--- config.mk ---
export PLATFORM = sky130hd
export DESIGN_NAME = bus_idle_inserter
export DESIGN_NICKNAME = d
export VERILOG_FILES = /design/src/rtl/idle_ins_pkg.sv /design/src/rtl/idle_ins_dp.sv /design/src/rtl/idle_ins_ctrl.sv /design/src/rtl/bus_idle_inserter.sv
export SDC_FILE = /design/constraint.sdc
export NUM_CORES = 1
export LEC_CHECK = 0
export BUFFER_PORTS_ARGS = -buffer_cell sky130_fd_sc_hd__buf_2
export CAP_MARGIN = 20
export CORE_AREA = 2 2 39 41
export DETAILED_ROUTE_END_ITERATION = 8
export DIE_AREA = 0 0 41 43
export PLACE_DENSITY_LB_ADDON = 0.3
export SETUP_SLACK_MARGIN = 0.2
export SLEW_MARGIN = 20
export SYNTH_ARGS = -nofsm -noshare
export SYNTH_HDL_FRONTEND = slang
export SYNTH_SLANG_ARGS = --single-unit
--- constraint.sdc ---
create_clock -name clk -period 2.8 [get_ports clk]
set_input_delay 0.84 -clock clk [delete_from_list [all_inputs] [get_ports clk]]
set_output_delay 0.84 -clock clk [all_outputs]
set_load 0.05 [all_outputs]
--- src/rtl/idle_ins_pkg.sv ---
package idle_ins_pkg;
  // strobes from control to datapath
  typedef struct packed {
    logic loadCnt;  // start an idle run with the selected length
    logic decCnt;   // one idle state consumed
    logic record;   // remember the cycle being released
  } idleStrobes_t;
endpackage

--- src/rtl/idle_ins_dp.sv ---
module idle_ins_dp
  import idle_ins_pkg::*;
#(
  parameter int NUM_AREAS = 8,
  parameter int LEN_W     = 2,
  localparam int AREA_W   = $clog2(NUM_AREAS)
) (
  input  logic                 clk,
  input  logic                 rstN,
  input  idleStrobes_t         strobes,
  input  logic [AREA_W-1:0]    reqArea,
  input  logic                 reqRead,
  input  logic                 cfgEnable,
  input  logic [NUM_AREAS-1:0] cfgSelect,
  input  logic [LEN_W-1:0]     cfgLenA,
  input  logic [LEN_W-1:0]     cfgLenB,
  output logic                 needIdle,
  output logic                 cntZero
);
  logic              prevValid;
  logic              prevRead;
  logic [AREA_W-1:0] prevArea;
  logic [LEN_W-1:0]  idleCnt;
  logic [LEN_W-1:0]  selLen;

  // length field chosen by the new cycle's area
  assign selLen = cfgSelect[reqArea] ? cfgLenB : cfgLenA;

  assign needIdle = cfgEnable && prevValid && prevRead && reqRead &&
                    (reqArea != prevArea);
  assign cntZero  = (idleCnt == '0);

  always_ff @(posedge clk) begin
    if (!rstN) begin
      prevValid <= 1'b0;
      prevRead  <= 1'b0;
      prevArea  <= '0;
    end else if (strobes.record) begin
      prevValid <= 1'b1;
      prevRead  <= reqRead;
      prevArea  <= reqArea;
    end
  end

  // counter holds idle states still to run after the current one
  always_ff @(posedge clk) begin
    if (!rstN)                idleCnt <= '0;
    else if (strobes.loadCnt) idleCnt <= selLen;
    else if (strobes.decCnt)  idleCnt <= idleCnt - 1'b1;
  end
endmodule

--- src/rtl/idle_ins_ctrl.sv ---
module idle_ins_ctrl
  import idle_ins_pkg::*;
(
  input  logic         clk,
  input  logic         rstN,
  input  logic         reqValid,
  input  logic         needIdle,
  input  logic         cntZero,
  output idleStrobes_t strobes,
  output logic         busHold,
  output logic         cycleGo
);
  logic waiting;
  logic waitingNext;

  always_comb begin
    strobes     = '0;
    busHold     = 1'b0;
    cycleGo     = 1'b0;
    waitingNext = waiting;
    if (waiting) begin
      if (cntZero) begin
        cycleGo        = 1'b1;
        strobes.record = 1'b1;
        waitingNext    = 1'b0;
      end else begin
        busHold        = 1'b1;
        strobes.decCnt = 1'b1;
      end
    end else if (reqValid) begin
      if (needIdle) begin
        busHold         = 1'b1;
        strobes.loadCnt = 1'b1;
        waitingNext     = 1'b1;
      end else begin
        cycleGo        = 1'b1;
        strobes.record = 1'b1;
      end
    end
  end

  always_ff @(posedge clk) begin
    if (!rstN) waiting <= 1'b0;
    else       waiting <= waitingNext;
  end
endmodule

--- src/rtl/bus_idle_inserter.sv ---
module bus_idle_inserter
  import idle_ins_pkg::*;
#(
  parameter int NUM_AREAS = 8,
  parameter int LEN_W     = 2,
  localparam int AREA_W   = $clog2(NUM_AREAS)
) (
  input  logic                 clk,
  input  logic                 rstN,
  input  logic                 reqValid,
  input  logic [AREA_W-1:0]    reqArea,
  input  logic                 reqRead,
  input  logic                 cfgEnable,
  input  logic [NUM_AREAS-1:0] cfgSelect,
  input  logic [LEN_W-1:0]     cfgLenA,
  input  logic [LEN_W-1:0]     cfgLenB,
  output logic                 busHold,
  output logic                 cycleGo
);
  idleStrobes_t strobes;
  logic needIdle;
  logic cntZero;

  idle_ins_ctrl u_ctrl (
    .clk(clk), .rstN(rstN), .reqValid(reqValid), .needIdle(needIdle),
    .cntZero(cntZero), .strobes(strobes), .busHold(busHold), .cycleGo(cycleGo)
  );

  idle_ins_dp #(.NUM_AREAS(NUM_AREAS), .LEN_W(LEN_W)) u_dp (
    .clk(clk), .rstN(rstN), .strobes(strobes), .reqArea(reqArea),
    .reqRead(reqRead), .cfgEnable(cfgEnable), .cfgSelect(cfgSelect),
    .cfgLenA(cfgLenA), .cfgLenB(cfgLenB), .needIdle(needIdle), .cntZero(cntZero)
  );
endmodule

==> results of run 1 <==
## registers in the layout, summed over array words and instances, names as in the netlist
| signal | count |
|---|---|
| u_ctrl.waiting | 1 |
| u_dp.prevRead | 1 |
| u_dp.prevValid | 1 |
| u_dp.idleCnt | 2 |
| u_dp.prevArea | 3 |
## placed cells by master, fill, tap and decap left out, types with 2 or more instances in the layout
cell	instances
buf_2	18
nand2_1	10
dfxtp_1	8
inv_1	6
mux2i_1	6
buf_4	5
xnor2_4	3
clkbuf_4	3
nor2_1	2
mux4_1	2
buf_6	2
## stage by stage
step | hold slack [ns] | setup WS, ns | std cells | power (W)
floorplan | 0.435 | 0.160 | 53 | 0.000169
detailed placement | 0.454 | 0.121 | 93 | 0.000191
finish | 0.472 | 0.234 | 96 | 0.000283
global placement | 0.443 | 0.134 | 93 | 0.000190
CTS | 0.463 | 0.179 | 96 | 0.000280
global route | 0.498 | 0.197 | 96 | 0.000304
## critical path, delay by kind of cell
kind / cells / cell delay [ns]
buf+inv: 2 / 0.33
compound gates: 1 / 0.25
xor+xnor: 1 / 0.17
simple gates: 1 / 0.13
## path summary, 6_finish.rpt
path | from | endpoint | slack [ns] | cells past startpoint
min reg2reg | u_dp.prevRead | u_dp.prevRead | 0.47 | 2
max | reqArea[2] | cycleGo | 0.23 | 5
max reg2reg | u_dp.prevArea[1] | u_dp.prevArea[0] | 1.39 | 5
min | u_dp.prevRead | u_dp.prevRead | 0.47 | 2
## area by class of cell
cell class / count / area (sq um)
clock buffers: 3 / 22.5
fillers: 117 / 591
inverters: 6 / 22.5
multi-input cells: 38 / 418
flip-flops and latches: 8 / 160
well taps: 16 / 20.0
repair buffers: 25 / 150
## per-layer routing
layer / up-vias / track usage / part of all wire
li1: 240 / - / -
met1: 213 / 0.125 / 0.38
met2: 8 / 0.247 / 0.57
met3: 2 / 0.0942 / 0.054
met4: 0 / 0.0400 / 0.0040
met5: - / 0 / 0
## power groups by stage
stage	clock network, W	logic, W	registers [W]
after floorplan	0	0.0000429	0.000126
after global placement	0	0.0000638	0.000126
after detailed placement	0	0.0000648	0.000126
after CTS	0.0000905	0.0000657	0.000124
after global routing	0.000100	0.0000785	0.000125
final	0.0000853	0.0000728	0.000125
## cells by family (layout without fill, tap and decap cells)
group | Yosys count | after routing | share of synthesized area
simple gates | 18 | 18 | 0.159
fa+ha+maj | 1 | 1 | 0.0252
mux | 9 | 9 | 0.254
flops | 8 | 8 | 0.322
buf+inv | 7 | 34 | 0.0529
xor+xnor | 4 | 4 | 0.0705
compound gates | 6 | 6 | 0.116
## timing repair
item                       CTS  global route
cloned                       0             0
hold endpoints to repair     0             0
pin swaps                    0             5
setup endpoints to repair    2             2
resized for setup            2            11
==> out/results.ini, run 1 <==
[run_status]
status = complete, no violations

[global_route]
grt_use_total = 0.143
grt_first_pass_wirelength_um = 1640
grt_max_degree = 12
antenna_found_initial = 0
overflow = 0
grt_pass1_vias = 452

[critical_path]
cp_max_fo = 4
startpoint_type = input port
slowest_stage = a211oi_4
max_stage_delay_ns = 0.25
crit_type = in -> out
cp.required_ns = 1.96
crit_path_cell_trace = buf_4 -> xnor2_4 -> nand3_4 -> a211oi_4 -> buf_6
crit_arrival_ns = 1.73
end_kind = output pin

[power]
powerDensity_mw_per_mm2 = 356
comb_power_share = 0.257
ir_drop_mv = 0.314
clkPwrFrac = 0.302
p_leak_nw = 0.352
switching_share = 0.264
power.internal_w = 0.000208
p_sw_w = 0.0000746
sequentialPowerShare = 0.441

[clock_network]
cts_tree = built
clk_latency_ns = 0.25
cts_hold_buffers = 0
h-tree-depth = 1
cts.clk_slew.worst_paths_ns = 0.05
clock-sinks = 8
post-cts-setup-buffer-count = 0
root_buffer = clkbuf_4
cts_buffers = 3
clockBufferDepth = 2

[synth]
yosys-top-cells-area = dfxtp_1 (32%), mux2i_1 (12%), mux4_1 (11%)
avgSynthCellArea_sq_um = 9.37
synth-seq-cells = 8
async_flop_share = 0
yosys.area.top_type = dfxtp_1
yosysUniqueCellTypes = 19
synth_common_cells = nand2_1 (10), dfxtp_1 (8), inv_1 (6), mux2i_1 (6), xnor2_1 (4)
ys.flop_type = dfxtp_1
yosysWarnings = 0
syn_area_sq_um = 497
syn_nets = 74
synth_most_common_cell = nand2_1
postSynthCellCount = 53
synth-edff-count = 0
ys_seq_area_frac = 0.322
yosys.area.top_type_share = 0.322

[drt]
routed_via_density = 4.82
wl_per_cell_um = 10.4
drtAntennaViolNets = 0
wirelength_um = 1000
num_vias = 463
first_pass_iters = 4
drt_iter0_drc = 4
drcViolationCount = 0

[sta]
rsz0062_at_grt = true
setup_violations = 0
fmax_ghz = 0.390
relSlewSlack = 0.780
finalCritPeriodShare = 0.917
period_needed_ns = 2.57
hold_viol_final = 0
tns_ns = 0
slew_viol_final = 0
skew_ns = 0.00687
worst_pin_slew_ns = 0.327

[cells_and_area]
syn2layout_area_growth_pct = 59.7
num_antenna_cells = 0
drive_gt1_frac = 0.488
finalInstanceArea_sq_um = 793
nets = 103
post-route-util = 0.573

[die]
rows = 14
core_area_sq_mm = 0.00138
dieHeight_um = 43
initial_core_util = 0.359
dieArea_sq_mm = 0.00176
die-width_um = 41
ios = 22

[place]
post_dp_cell_area_sq_um = 706
dp_hpwl_um = 804
place_congestion = 0.654
portBuffers = 21

[flow_run]
maxCapViolCount = 0

[min_path]
hold_class = reg -> reg

No activity file was read; power rests on OpenSTA's default activity.
==> inputs of run 2 (changes only) <==
--- a/config.mk
+++ b/config.mk
@@ -10,6 +10,7 @@
 export CORE_AREA = 2 2 39 41
 export DETAILED_ROUTE_END_ITERATION = 8
 export DIE_AREA = 0 0 41 43
+export HOLD_SLACK_MARGIN = 0.08
 export PLACE_DENSITY_LB_ADDON = 0.3
 export SETUP_SLACK_MARGIN = 0.2
 export SLEW_MARGIN = 20
==> constraint.sdc (replaced) <==
create_clock -name clk -period 2.8 [get_ports clk]
set_input_delay 0.84 -clock clk [delete_from_list [all_inputs] [get_ports clk]]
set_output_delay 0.84 -clock clk [all_outputs]
set_load 0.1 [all_outputs]
==> run 2 against run 1 <==
Against the previous run: first-iteration DRC count decreased by 75%; utilization increased by 4.6 points; via count increased by 4.3%; cell count increased by 2.1%; die area unchanged; global-route usage increased by 2.9 points; combinational power increased by 23%; wire length increased by 25%; fmax decreased by 2.5%; total power increased by 7.1%; design area increased by 8.0%; critical endpoint unchanged; highest routed layer is now met3.
==> out/results.ini, run 2 (same netlist as run 1, synthesis figures left out) <==
[place]
post_dp_cell_area_sq_um = 732
dp_hpwl_um = 959
place_ws_ns = 0.0445
place_congestion = 0.693
portBuffers = 21
post-place-cells = 92

[sta]
tns_ns = 0
slew_viol_final = 0
setup_ws_ns = 0.168
relSlewSlack = 0.643
skew_ns = 0.00949
setup_violations = 0
fmax_ghz = 0.380
worst_pin_slew_ns = 0.535
period_needed_ns = 2.63
finalCritPeriodShare = 0.940
hold_viol_final = 0
rsz0062_at_grt = true

[run_status]
status = complete, no violations

[min_path]
hold_class = reg -> reg
min_from = u_dp.prevRead
hold_depth = 2

[clock_network]
root_buffer = clkbuf_4
h-tree-depth = 1
cts_hold_buffers = 0
cts.clk_slew.worst_paths_ns = 0.05
clockBufferDepth = 2
clk_latency_ns = 0.25
cts_buffers = 3
cts_tree = built
clock-sinks = 8

[global_route]
grt_first_pass_wirelength_um = 1990
grt_max_degree = 12
antenna_found_initial = 0
grt_pass1_vias = 483
grt_use_total = 0.172
overflow = 0

[critical_path]
r2r-start = u_dp.idleCnt[0]
crit_type = in -> out
crit_arrival_ns = 1.79
startpoint_type = input port
reg2reg_depth = 7
cp_max_fo = 4
end_kind = output pin
cp.required_ns = 1.96
critPathLaunch = reqArea[2]

[power]
powerDensity_mw_per_mm2 = 354
ir_drop_mv = 0.241
p_leak_nw = 0.367

[die]
dieArea_sq_mm = 0.00176
ios = 22
dieHeight_um = 43
die-width_um = 41
rows = 14
initial_core_util = 0.359
core_area_sq_mm = 0.00138

[cells_and_area]
layout_common_cells = buf_2 (16), nand2_1 (10), dfxtp_1 (8), mux2i_1 (6), buf_4 (6)
syn2layout_area_growth_pct = 72.5
nets = 105
finalInstanceArea_sq_um = 857
reg_top3 = u_dp.prevArea (3), u_dp.idleCnt (2)
final_common_cell = buf_2
drive_gt1_frac = 0.500
num_antenna_cells = 0
max_flop_register = u_dp.prevArea
largest_reg_flops = 3
final-instance-count-excl-fill = 98

[drt]
wl_per_cell_um = 12.8
drtAntennaViolNets = 0
drcViolationCount = 0
wirelength_um = 1250
routed_via_density = 4.93
first_pass_iters = 2
num_vias = 483
drt_iter0_drc = 1

[flow_run]
maxCapViolCount = 0

-- run 2: cell count changes in the layout (fill, tap and decap cells not counted) --
cell / change
buf_12: +3
buf_2: -2
buf_6: -2
buf_8: +2
buf_4: +1
clkinvlp_4: +1
inv_1: -1
nand3_1: +1
nand3_2: -1
-- run 2: timing repair --
item                       4_1_cts  5_1_grt
resized for setup               11        5
hold endpoints to repair         0        0
pin swaps                        5        5
setup endpoints to repair        2        2
buffers inserted                 1        2
-- run 2: final cells by class --
type	count	area (sq um)
Clock buffer	3	22.5
Fill cell	118	527
Inverter	6	26.3
Multi-Input combinational cell	38	413
Sequential cell	8	160
Tap cell	16	20.0
Timing Repair Buffer	27	215
-- run 2: worst max-delay path, cell delays in order --
cell and delay, ns:
buf_12 0.11, xnor2_4 0.15, nand3_4 0.13, a211oi_4 0.35
buf_12 0.22
-- run 2: metal layers --
metal  routed length [um]  vias up  global-route usage
li1                     -      244                   -
met1                  452      232               0.177
met2                  761        7               0.306
met3                   40        0              0.0785
met4                    0        0              0.0200
met5                    0        -                   0
-- run 2: metrics by stage --
stage,total power [W],utilization,hold slack (ns)
2_1_floorplan,0.000172,-,0.435
3_3_place_gp,0.000198,0.529,0.446
3_5_place_dp,0.000201,0.529,0.458
4_1_cts,0.000303,0.588,0.465
5_1_grt,0.000321,0.619,0.486
6_report,0.000303,0.619,0.462
-- run 2: report_power, final --
group / leakage [nW] / internal (W) / switching [W]
logic: 0.288 / 0.0000504 / 0.0000390
registers: 0.0656 / 0.000119 / 0.00000566
clock network: 0.0138 / 0.0000491 / 0.0000399
total: 0.367 / 0.000218 / 0.0000845
-- run 2: worst paths after layout --
path | to | slack (ns)
worst min register to register | u_dp.prevRead | 0.46
worst max-delay path | cycleGo | 0.17
worst max register to register | u_dp.prevValid | 1.09
worst min-delay path | u_dp.prevRead | 0.46
